$ cat src/rtl/mbx_pkg.sv
package mbx_pkg;

    localparam int MBX_NCH    = 3;
    localparam int MBX_DW     = 32;
    localparam int MBX_AW     = 12;
    localparam int MBX_CHW    = $clog2(MBX_NCH);
    localparam int MBX_SEC_CH = MBX_NCH - 1;

    localparam logic [4:0] OFS_STAT = 5'h00;
    localparam logic [4:0] OFS_SET  = 5'h08;
    localparam logic [4:0] OFS_CLR  = 5'h10;

    localparam logic [MBX_AW-1:0] CH_BASE [MBX_NCH] = '{12'h000, 12'h020, 12'h200};

    typedef enum logic [1:0] {
        RK_NONE,
        RK_STAT,
        RK_SET,
        RK_CLR
    } reg_kind_e;

    typedef enum logic {
        PS_IDLE,
        PS_RESP
    } port_state_e;

    typedef struct packed {
        logic                 hit;
        logic [MBX_CHW-1:0]   ch;
        reg_kind_e            kind;
    } reg_dec_t;

    function automatic reg_dec_t decode_addr(input logic [MBX_AW-1:0] a);
        reg_dec_t  r;
        reg_kind_e k;
        r.hit  = 1'b0;
        r.ch   = '0;
        r.kind = RK_NONE;
        for (int c = 0; c < MBX_NCH; c++) begin
            if (a[MBX_AW-1:5] == CH_BASE[c][MBX_AW-1:5]) begin
                case (a[4:0])
                    OFS_STAT: k = RK_STAT;
                    OFS_SET:  k = RK_SET;
                    OFS_CLR:  k = RK_CLR;
                    default:  k = RK_NONE;
                endcase
                if (k != RK_NONE) begin
                    r.hit  = 1'b1;
                    r.ch   = c[MBX_CHW-1:0];
                    r.kind = k;
                end
            end
        end
        return r;
    endfunction

endpackage

$ cat src/rtl/mbx_channel.sv
module mbx_channel
    import mbx_pkg::*;
#(
    parameter int DW = MBX_DW
) (
    input  logic          clk,
    input  logic          rst_n,
    input  logic [DW-1:0] set_a,
    input  logic [DW-1:0] set_b,
    input  logic [DW-1:0] clr_a,
    input  logic [DW-1:0] clr_b,
    output logic [DW-1:0] stat_o,
    output logic          irq_o
);

    logic [DW-1:0] stat_q;
    logic [DW-1:0] stat_d;
    logic [DW-1:0] set_all;
    logic [DW-1:0] clr_all;
    logic          irq_q;

    assign set_all = set_a | set_b;
    assign clr_all = clr_a | clr_b;

    // Clear is applied after set, so a bit named by both ends low.
    assign stat_d = (stat_q | set_all) & ~clr_all;

    always_ff @(posedge clk or negedge rst_n) begin
        if (!rst_n) begin
            stat_q <= '0;
            irq_q  <= 1'b0;
        end else begin
            stat_q <= stat_d;
            irq_q  <= |stat_d;
        end
    end

    assign stat_o = stat_q;
    assign irq_o  = irq_q;

    // a bit hit by both a set and a clear is low afterwards
    p_clear_wins_r6: assert property (@(posedge clk) disable iff (!rst_n)
        ((set_all & clr_all) != '0) |=> ((stat_q & $past(set_all & clr_all)) == '0));

    // bits set without a competing clear are high afterwards
    p_set_lands_r2: assert property (@(posedge clk) disable iff (!rst_n)
        ((set_all & ~clr_all) != '0) |=>
            ((stat_q & $past(set_all & ~clr_all)) == $past(set_all & ~clr_all)));

    // with no set or clear, the word holds
    p_word_holds_r3: assert property (@(posedge clk) disable iff (!rst_n)
        ((set_all | clr_all) == '0) |=> $stable(stat_q));

endmodule

$ cat src/rtl/mbx_apb_port.sv
module mbx_apb_port
    import mbx_pkg::*;
#(
    parameter int NCH    = MBX_NCH,
    parameter int DW     = MBX_DW,
    parameter int AW     = MBX_AW,
    parameter int SEC_CH = MBX_SEC_CH
) (
    input  logic                   clk,
    input  logic                   rst_n,
    input  logic                   psel,
    input  logic                   penable,
    input  logic                   pwrite,
    input  logic [AW-1:0]          paddr,
    input  logic [DW-1:0]          pwdata,
    input  logic [2:0]             pprot,
    input  logic [NCH-1:0][DW-1:0] stat_i,
    output logic [DW-1:0]          prdata,
    output logic                   pready,
    output logic                   pslverr,
    output logic [NCH-1:0][DW-1:0] set_o,
    output logic [NCH-1:0][DW-1:0] clr_o
);

    port_state_e   state_q;
    port_state_e   state_d;
    reg_dec_t      dec;
    logic          accept;
    logic          sec_block;
    logic [DW-1:0] rd_val;
    logic [DW-1:0] rdata_q;
    logic          err_q;
    logic          unused_prot;

    assign unused_prot = ^{pprot[2], pprot[0]};

    assign dec       = decode_addr(paddr);
    assign accept    = (state_q == PS_IDLE) && psel && penable;
    assign sec_block = dec.hit && (int'(dec.ch) == SEC_CH) && pprot[1];

    // Next-state logic
    always_comb begin
        state_d = state_q;
        unique case (state_q)
            PS_IDLE: if (accept) state_d = PS_RESP;
            PS_RESP: state_d = PS_IDLE;
        endcase
    end

    // State register
    always_ff @(posedge clk or negedge rst_n) begin
        if (!rst_n) state_q <= PS_IDLE;
        else        state_q <= state_d;
    end

    // Read data selection
    always_comb begin
        rd_val = '0;
        if (dec.hit && dec.kind == RK_STAT && !sec_block) begin
            rd_val = stat_i[dec.ch];
        end
    end

    // Response registers, captured on accept
    always_ff @(posedge clk or negedge rst_n) begin
        if (!rst_n) begin
            rdata_q <= '0;
            err_q   <= 1'b0;
        end else if (accept) begin
            rdata_q <= pwrite ? '0 : rd_val;
            err_q   <= sec_block;
        end
    end

    // Outputs
    always_comb begin
        pready  = 1'b0;
        prdata  = '0;
        pslverr = 1'b0;
        unique case (state_q)
            PS_IDLE: ;
            PS_RESP: begin
                pready  = 1'b1;
                prdata  = rdata_q;
                pslverr = err_q;
            end
        endcase
    end

    // Per-channel write strobes
    for (genvar c = 0; c < NCH; c++) begin : g_mask
        logic wr_here;
        assign wr_here  = accept && pwrite && dec.hit && !sec_block && (int'(dec.ch) == c);
        assign set_o[c] = (wr_here && dec.kind == RK_SET) ? pwdata : '0;
        assign clr_o[c] = (wr_here && dec.kind == RK_CLR) ? pwdata : '0;
    end

    // pready is a one-cycle pulse
    p_one_wait_r9: assert property (@(posedge clk) disable iff (!rst_n)
        pready |=> !pready);

    // a refused secure access answers with an error and zero data
    p_sec_reject_r7: assert property (@(posedge clk) disable iff (!rst_n)
        (accept && dec.hit && int'(dec.ch) == SEC_CH && pprot[1]) |=>
            (pready && pslverr && prdata == '0));

endmodule

$ cat src/rtl/mbx_doorbell_top.sv
module mbx_doorbell_top
    import mbx_pkg::*;
#(
    parameter int DW = MBX_DW,
    parameter int AW = MBX_AW
) (
    input  logic          pclk,
    input  logic          presetn,
    input  logic          lcl_psel,
    input  logic          lcl_penable,
    input  logic          lcl_pwrite,
    input  logic [AW-1:0] lcl_paddr,
    input  logic [DW-1:0] lcl_pwdata,
    input  logic [2:0]    lcl_pprot,
    output logic [DW-1:0] lcl_prdata,
    output logic          lcl_pready,
    output logic          lcl_pslverr,
    input  logic          rmt_psel,
    input  logic          rmt_penable,
    input  logic          rmt_pwrite,
    input  logic [AW-1:0] rmt_paddr,
    input  logic [DW-1:0] rmt_pwdata,
    input  logic [2:0]    rmt_pprot,
    output logic [DW-1:0] rmt_prdata,
    output logic          rmt_pready,
    output logic          rmt_pslverr,
    output logic          irq_lp,
    output logic          irq_hp,
    output logic          irq_sec
);

    localparam int NCH = MBX_NCH;

    logic [NCH-1:0][DW-1:0] stat_w;
    logic [NCH-1:0][DW-1:0] lcl_set;
    logic [NCH-1:0][DW-1:0] lcl_clr;
    logic [NCH-1:0][DW-1:0] rmt_set;
    logic [NCH-1:0][DW-1:0] rmt_clr;
    logic [NCH-1:0]         irq_w;

    mbx_apb_port #(.NCH(NCH), .DW(DW), .AW(AW), .SEC_CH(MBX_SEC_CH)) u_lcl (
        .clk     (pclk),
        .rst_n   (presetn),
        .psel    (lcl_psel),
        .penable (lcl_penable),
        .pwrite  (lcl_pwrite),
        .paddr   (lcl_paddr),
        .pwdata  (lcl_pwdata),
        .pprot   (lcl_pprot),
        .stat_i  (stat_w),
        .prdata  (lcl_prdata),
        .pready  (lcl_pready),
        .pslverr (lcl_pslverr),
        .set_o   (lcl_set),
        .clr_o   (lcl_clr)
    );

    mbx_apb_port #(.NCH(NCH), .DW(DW), .AW(AW), .SEC_CH(MBX_SEC_CH)) u_rmt (
        .clk     (pclk),
        .rst_n   (presetn),
        .psel    (rmt_psel),
        .penable (rmt_penable),
        .pwrite  (rmt_pwrite),
        .paddr   (rmt_paddr),
        .pwdata  (rmt_pwdata),
        .pprot   (rmt_pprot),
        .stat_i  (stat_w),
        .prdata  (rmt_prdata),
        .pready  (rmt_pready),
        .pslverr (rmt_pslverr),
        .set_o   (rmt_set),
        .clr_o   (rmt_clr)
    );

    for (genvar c = 0; c < NCH; c++) begin : g_ch
        mbx_channel #(.DW(DW)) u_ch (
            .clk    (pclk),
            .rst_n  (presetn),
            .set_a  (lcl_set[c]),
            .set_b  (rmt_set[c]),
            .clr_a  (lcl_clr[c]),
            .clr_b  (rmt_clr[c]),
            .stat_o (stat_w[c]),
            .irq_o  (irq_w[c])
        );
    end

    // fixed interrupt order, low-priority, high-priority, secure
    assign irq_lp  = irq_w[0];
    assign irq_hp  = irq_w[1];
    assign irq_sec = irq_w[2];

endmodule

$ cat config.mk
export PLATFORM = sky130hd
export DESIGN_NAME = mbx_doorbell_top
export DESIGN_NICKNAME = d
export VERILOG_FILES = /design/src/rtl/mbx_pkg.sv /design/src/rtl/mbx_channel.sv /design/src/rtl/mbx_apb_port.sv /design/src/rtl/mbx_doorbell_top.sv
export SDC_FILE = /design/constraint.sdc
export NUM_CORES = 1
export LEC_CHECK = 0
export ABC_AREA = 1
export BUFFER_PORTS_ARGS = -buffer_cell sky130_fd_sc_hd__buf_2
export CAP_MARGIN = 20
export CELL_PAD_IN_SITES_DETAIL_PLACEMENT = 0
export CELL_PAD_IN_SITES_GLOBAL_PLACEMENT = 1
export CORE_ASPECT_RATIO = 0.6
export CORE_MARGIN = 2
export CORE_UTILIZATION = 41
export DETAILED_ROUTE_END_ITERATION = 8
export HOLD_SLACK_MARGIN = 0.06
export PLACE_DENSITY_LB_ADDON = 0.1
export SYNTH_ARGS = -nofsm -noshare
export SYNTH_HDL_FRONTEND = slang
export SYNTH_SLANG_ARGS = --single-unit
$ cat constraint.sdc
create_clock -name pclk -period 2.5 [get_ports pclk]
set_input_delay 0.375 -clock pclk [delete_from_list [all_inputs] [get_ports pclk]]
set_output_delay 0.375 -clock pclk [all_outputs]
set_load 0.02 [all_outputs]
==> run metrics, run 1 <==
status=finished with violations; failing checks=negative setup slack; initial antenna violation count=2; Post-synth top cells=556 x nand2_1, 353 x inv_1, 264 x nand3_1; Synth Net Count=1887; maximum number of pins on one net before global-route repair=68; dpl cells=2376; Comb power frac=6.2%; Synth async-reset ratio=100%; die footprint=29800 µm²; Cell Pwr Density=380 nW/µm²; max_cap viols=0; final std cells w/o fill=2429; Crit Reg-Reg Startpoint=u_lcl.state_q; Seq pwr share=47.4%; M3 GR Usage=13.3%; First-pass DRT Iterations=6; slew of the pin with the lowest slew margin=0.529 ns; Fin. Hold Viols=0; Slew Limit Fails=0; Internal=4.15 mW; Post-Synth Adder-Cell Area=0%; CP endpoint kind=register; crit path max fanout=11; worst min path class=in -> reg; most frequent cell after synthesis=nand2_1; Clock Path Buffers=2; CTS tree=done; Row Count=47; Area contributors post-synth=dfrtp_1 36%, nand2_1 18%, inv_1 11%; Critical Path RT=2.86 ns; Synth Area in Simple Gates=35.1%; Num CTS Buffers=17; WL final=50.5 mm; number of DRC markers in iteration 0=1668; gr usage total=32.7%; clock sinks=167; kind of critical path=reg -> reg; global-route wire length before repair=72.0 mm; Post-Place Worst Slack=-0.274 ns; EDFF count, synth=0; I/O Buffers=168; DR DRC count=0; Reg clk slew, reported paths=0.08 ns; Worst-Skew Late Latency=0.47 ns; Initial Util=42.0%; Area growth syn-to-layout=29.3%; number of synthesized register bits=167; Synth Area in Compound Gates=13.1%; setup tns final=-0.0252 ns; Max Clk Rate=396 MHz; # setup viols final=1; area share of the largest cell type after synthesis=35.9%; Clock power frac=46.4%; mapped cell area=11600 µm²; layout cell share with drive strength beyond 1=21.8%; worst path arrival time=2.88 ns; mux contribution to synthesized area=0%; Final WS setup=-0.0252 ns; launch point of the worst hold path=rmt_pwdata[30]; Cell variety after synth=36; Ports=173; switching part of the total=27.4%; Net Sw Power=1.56 mW; leak pwr=8.12 nW; Avg WL per Cell=20.8 µm; Post-Synth XOR/XNOR Area=0%; met1 Track Usage GR=51.6%; GP Congestion=0.941; hold path cells=5; core area=27700 µm²; die height=134 µm; Syn Inst Count=1785; predominant post-synthesis flop cell=dfrtp_1; via count=13100; Reg2Reg Depth=16; fin crit share=101%; min cycle time layout=2.53 ns; Die X-Extent=221 µm; post-route ant nets=0; register area share after synthesis=35.9%; clk root buf=clkbuf_16; H-Tree Depth=4; capturing point of the worst reg2reg path=g_ch[0].u_ch.irq_o; GR peak layer=met1; skew final=0.0110 ns; Avg Inst Size Synth=6.51 µm²; via density per instance=5.40; NumNets Final=2150; crit path launch type=register; most area-hungry cell type in the Yosys netlist=dfrtp_1; main combinational cell family by area after synthesis=simple AND/OR/NAND/NOR gates; RSZ-0062 raised after global routing=true; total grt overflow=0; hold endpoint=g_ch[1].u_ch.stat_o[30]; Worst slew margin=64.4%; r2r setup slk=-0.03 ns; global-route met2 utilization=40.1%; Ys Warns=0; DP Wirelength=36.2 mm; VDD IR max=469 µV; number of global-route vias before repair=11400
## registers in the layout, summed over array words and instances (netlist names)
name / count
u_rmt.err_q: 1
u_lcl.state_q: 1
g_ch.u_ch.stat_o: 96
g_ch.u_ch.irq_o: 3
u_rmt.state_q: 1
u_lcl.rdata_q: 32
u_lcl.err_q: 1
u_rmt.rdata_q: 32
## kinds of logic (layout without fill, tap and decap cells)
family | after synthesis | count (layout)
other | 0 | 1
AOI/OAI and AO/OA | 207 | 207
and+or+nand+nor | 942 | 942
buffers and inverters | 469 | 745
DFF | 167 | 167
## power groups by stage
| stage | logic, mW | registers [mW] | clock network (mW) |
|---|---|---|---|
| floorplan | 0.0731 | 2.76 | 0 |
| global placement | 0.343 | 2.76 | 0 |
| detailed placement | 0.348 | 2.76 | 0 |
| CTS | 0.350 | 2.70 | 2.68 |
| global route | 0.388 | 2.70 | 2.78 |
| finish | 0.354 | 2.70 | 2.65 |
## layer usage
layer	vias up	wire length, µm
li1	6204	-
met2	700	18500
met1	6155	23800
met3	46	7470
met4	2	552
met5	-	108
## area by class of cell
type / count / area, µm²
fillers: 2755 / 12700
repair buffers: 350 / 2700
well taps: 367 / 459
diodes: 1 / 2.50
multi-input cells: 1149 / 5760
clock inverters: 13 / 110
inverters: 363 / 1370
clock buffers: 19 / 453
flip-flops and latches: 167 / 4180
## through the flow
stage / power (mW) / hold WS, ns / instance area, µm² / util [%]
6_report: 5.71 / 0.263 / 15000 / 54.3
5_1_grt: 5.87 / 0.292 / 15000 / 54.3
4_1_cts: 5.73 / 0.247 / 14600 / 52.5
3_5_place_dp: 3.10 / 0.308 / 14000 / 50.5
3_3_place_gp: 3.10 / 0.306 / 14000 / 50.4
2_1_floorplan: 2.83 / 0.0794 / 11600 / -
## how the worst max path moves through the flow
stage	startpoint	endpoint	slack [ns]
after floorplan	u_rmt.state_q	g_ch[0].u_ch.irq_o	0.40
after global placement	rmt_paddr[10]	g_ch[1].u_ch.irq_o	-0.30
after detailed placement	rmt_paddr[10]	g_ch[1].u_ch.irq_o	-0.27
after CTS	u_lcl.state_q	g_ch[1].u_ch.irq_o	0.007
after global routing	u_lcl.state_q	g_ch[0].u_ch.irq_o	-0.11
final	u_lcl.state_q	g_ch[0].u_ch.irq_o	-0.03
## repair_timing
item                                    in CTS  in global routing
hold buffers                                 1                  0
resized for setup                            0                 55
endpoints found under the hold margin       32                  0
endpoints found under the setup margin       0                  3
buffers inserted                             0                 12
## worst max-delay path, cell delays in order (launching register included)
cell       delay [ns]
dfrtp_1          0.40
inv_2            0.06
nand4_1          0.18
nor2_2           0.22
nand3_4          0.14
nor2_4           0.31
buf_6            0.17
clkbuf_16        0.17
nand3_1          0.07
o21ai_1          0.07
inv_1            0.05
nand2_1          0.07
nand2_1          0.06
nor2_2           0.16
nand2_1          0.09
nor2_1           0.11
nand2_1          0.06
## cells in the final DEF, fill, tap and decap left out, types with 36 or more instances in the layout
master,n
nand2_1,537
inv_1,352
nand3_1,263
dfrtp_1,167
buf_2,167
buf_4,138
a32o_1,60
o211ai_1,50
nor2_1,38
a21oi_1,36
Note: power is estimated with default switching activity, not from simulation.
==> inputs of run 2 (changes only) <==
- ABC_AREA: 1 -> default
- CORE_UTILIZATION: 41 -> 43
==> run 2 against run 1 <==
  * Non-clock buffer count decreased by 11
  * Critical path depth decreased by 7
  * Cell count decreased by 32%
  * Sequential share of layout area increased by 4.2 points
  * Via count decreased by 25%
  * The run still ends with negative setup slack left
  * Critical endpoint unchanged
  * Synthesized area decreased by 17%
  * First-iteration DRC count decreased by 44%
  * Maximum frequency decreased by 1.2%
  * Total power increased by 4.3%
  * Clock power increased by 7%
  * Die area decreased by 20%
==> run metrics, run 2 <==
status=finished with violations (unchanged); failing checks=negative setup slack (unchanged); gr usage total=31.0% (was 32.7%); total grt overflow=0 (unchanged); WL final=36.5 mm (was 50.5 mm); crit-path max cell delay=0.43 ns (was 0.40 ns); NumNets Final=1456 (was 2150); VDD IR max=524 µV (was 469 µV); slew of the pin with the lowest slew margin=0.696 ns (was 0.529 ns); Num CTS Buffers=17 (unchanged); post-route ant nets=0 (unchanged); critical path launch point=u_lcl.state_q (unchanged); fin area=13100 µm² (was 15000 µm²); launch point of the worst hold path=lcl_pprot[1] (was rmt_pwdata[30]); filler instances=1995 (was 2755); dpl cells=1613 (was 2376); global-route wire length before repair=54.9 mm (was 72.0 mm); commonest non-fill, non-tap cells in the layout=167 x dfrtp_1, 167 x buf_2, 162 x nor2_1 (was 537 x nand2_1, 352 x inv_1, 263 x nand3_1); max reg flops=96 (unchanged); Area growth syn-to-layout=34.7% (was 29.3%); Reg2Reg Depth=9 (was 16); die footprint=23800 µm² (was 29800 µm²); I/O Buffers=168 (unchanged); Die X-Extent=198 µm (was 221 µm); initial antenna violation count=0 (was 2); Avg WL per Cell=22.1 µm (was 20.8 µm); via density per instance=5.97 (was 5.40); Min Hold Slack=0.202 ns (was 0.263 ns); crit path max-delay cell type=a2111o_1 (was dfrtp_1); skew final=0.0104 ns (was 0.0110 ns); capturing point of the worst reg2reg path=g_ch[0].u_ch.irq_o (unchanged); Ports=173 (unchanged); critical path cell sequence=nand3b_4 > a2111o_1 > nor3_4 > buf_12 > buf_12 > a22o_1 > o22ai_1 > nor4_1 > nand4_1 (was inv_2 > nand4_1 > nor2_2 > nand3_4 > nor2_4 > buf_6 > clkbuf_16 > nand3_1 > o21ai_1 > inv_1 > nand2_1 > nand2_1 > nor2_2 > nand2_1 > nor2_1 > nand2_1); mapped cell area=9700 µm² (was 11600 µm²); Critical Path RT=2.77 ns (was 2.86 ns); Ys Warns=0 (unchanged); # setup viols final=1 (unchanged); register area share after synthesis=43.1% (was 35.9%); kind of critical path=reg -> reg (unchanged); layout cell share with drive strength beyond 1=30.0% (was 21.8%); Area contributors post-synth=dfrtp_1 43%, a22o_1 8.7%, mux2i_1 6.6% (was dfrtp_1 36%, nand2_1 18%, inv_1 11%); Post-synth top cells=167 x dfrtp_1, 163 x nor2_1, 97 x a21oi_1 (was 556 x nand2_1, 353 x inv_1, 264 x nand3_1); max_cap viols=0 (unchanged); Worst path most repeated cell=buf_12 (was nand2_1); Row Count=42 (was 47); area share of the largest cell type after synthesis=43.1% (was 35.9%); Cell Pwr Density=456 nW/µm² (was 380 nW/µm²); Core Util, Final=59.2% (was 54.3%); Fin. Hold Viols=0 (unchanged); r2r setup slk=-0.06 ns (was -0.03 ns); Antenna diodes=0 (was 1); Slew Limit Fails=0 (unchanged); CP delay by family, top=simple AND/OR/NAND/NOR gates (unchanged); cell area after placement=12200 µm² (was 14000 µm²); DR DRC count=0 (unchanged); final std cells w/o fill=1653 (was 2429); predominant post-synthesis flop cell=dfrtp_1 (unchanged); number of global-route vias before repair=9104 (was 11400); crit path launch type=register (unchanged); Final WS setup=-0.0552 ns (was -0.0252 ns); Worst slew margin=53.6% (was 64.4%); Levels on crit path=9 (was 16); number of DRC markers in iteration 0=933 (was 1668); Initial Util=43.9% (was 42.0%); leak pwr=6.98 nW (was 8.12 nW); most frequent cell after synthesis=dfrtp_1 (was nand2_1); worst min path class=in -> reg (unchanged); crit path max fanout=8 (was 11); fin crit share=102% (was 101%); min cycle time layout=2.56 ns (was 2.53 ns); Crit path buffers/inverters=2 (was 4); worst setup path endpoint=g_ch[0].u_ch.irq_o (unchanged); H-Tree Depth=4 (unchanged); maximum number of pins on one net before global-route repair=59 (was 68); CTS tree=done (unchanged); Syn Inst Count=1073 (was 1785); Cell variety after synth=38 (was 36); clock sinks=167 (unchanged); Max Clk Rate=391 MHz (was 396 MHz); Crit Reg-Reg Startpoint=u_lcl.state_q (unchanged); worst path arrival time=2.82 ns (was 2.88 ns); multi-input logic area=5380 µm² (was 5760 µm²); EDFF count, synth=0 (unchanged); DP Wirelength=25.8 mm (was 36.2 mm); GP Congestion=0.913 (was 0.941); via count=9865 (was 13100); Avg Inst Size Synth=9.04 µm² (was 6.51 µm²); core area=22100 µm² (was 27700 µm²); register area=4180 µm² (unchanged); CP endpoint kind=register (unchanged); Synth async-reset ratio=100% (unchanged); Synth Net Count=1175 (was 1887); Worst-Skew Late Latency=0.44 ns (was 0.47 ns); Clock Path Buffers=2 (unchanged); clk root buf=clkbuf_16 (unchanged); number of synthesized register bits=167 (unchanged); Reg clk slew, reported paths=0.06 ns (was 0.08 ns); die height=120 µm (was 134 µm); First-pass DRT Iterations=5 (was 6); RSZ-0062 raised after global routing=true (unchanged); most area-hungry cell type in the Yosys netlist=dfrtp_1 (unchanged)
[run 2: changes by cell type after synthesis, sizes merged, moves of 50 or more]
cell and delta:
a21oi +58, a221oi +64, a22o +96, a32o -60
and2 +57, inv -357, mux2i +64, nand2 -482
nand3 -263, nor2 +100, o211ai -50
[run 2: worst min path at each step]
stage	endpoint	depth (start not counted)	slack, ns
6_report	u_lcl.err_q	3	0.20
5_1_grt	u_lcl.err_q	3	0.21
4_1_cts	u_lcl.err_q	3	0.19
3_5_place_dp	u_rmt.rdata_q[29]	1	0.41
3_3_place_gp	g_ch[0].u_ch.stat_o[29]	1	0.41
2_1_floorplan	g_ch[0].u_ch.irq_o	0	0.08
[run 2: worst register-to-register path, stage by stage, from the launching register on]
cell and delay, ns:
dfrtp_1 0.38, nand3b_4 0.15, a2111o_1 0.43, nor3_4 0.19
buf_12 0.17, buf_12 0.14, a22o_1 0.19, o22ai_1 0.17
nor4_1 0.35, nand4_1 0.21
[run 2: cells by family after synthesis]
logic type               Yosys count  synth area share [%]
adder cells (fa/ha/maj)            1                 0.103
multiplexers                      64                  6.61
AO/OA/AOI/OAI                    408                  29.0
AND/OR/NAND/NOR                  352                  17.6
buffers and inverters             81                  3.61
flip-flops                       167                  43.1
[run 2: area by class of cell]
class	instances	area share (%)
clock inverters	7	0.881
clock buffers	25	3.87
flip-flops and latches	167	32.0
inverters	4	0.115
multi-input cells	825	41.1
well taps	286	2.74
repair buffers	339	19.3
[run 2: per-layer routing]
layer  track usage, %  part of all wire (%)  vias to the layer above
met2             41.2                    40                      482
met4             5.08                  0.86                        0
met5                0                     0                        -
li1                 -                     -                     4597
met3             10.3                    11                       19
met1             48.6                    49                     4767
[run 2: metrics by stage]
step | setup TNS (ns) | worst slack [ns] | power [mW]
floorplan | 0 | 0.194 | 2.84
global placement | -0.726 | -0.192 | 3.15
global route | -0.261 | -0.103 | 6.14
detailed placement | -0.943 | -0.250 | 3.15
finish | -0.0552 | -0.0552 | 5.95
CTS | -0.0275 | -0.0275 | 5.98
[run 2: what timing repair did]
action | CTS | global route
hold buffers | 1 | 0
setup endpoints to repair | 3 | 3
gates resized for setup | 3 | 21
gates cloned | 0 | 1
buffers inserted | 0 | 6
pin swaps | 3 | 10
endpoints found under the hold margin | 53 | 0
[run 2: power breakdown]
part / internal [mW] / switching, mW / leakage, nW
combinational: 0.120 / 0.275 / 4.35
clock: 1.70 / 1.14 / 0.299
sequential: 2.71 / 0.00574 / 2.33
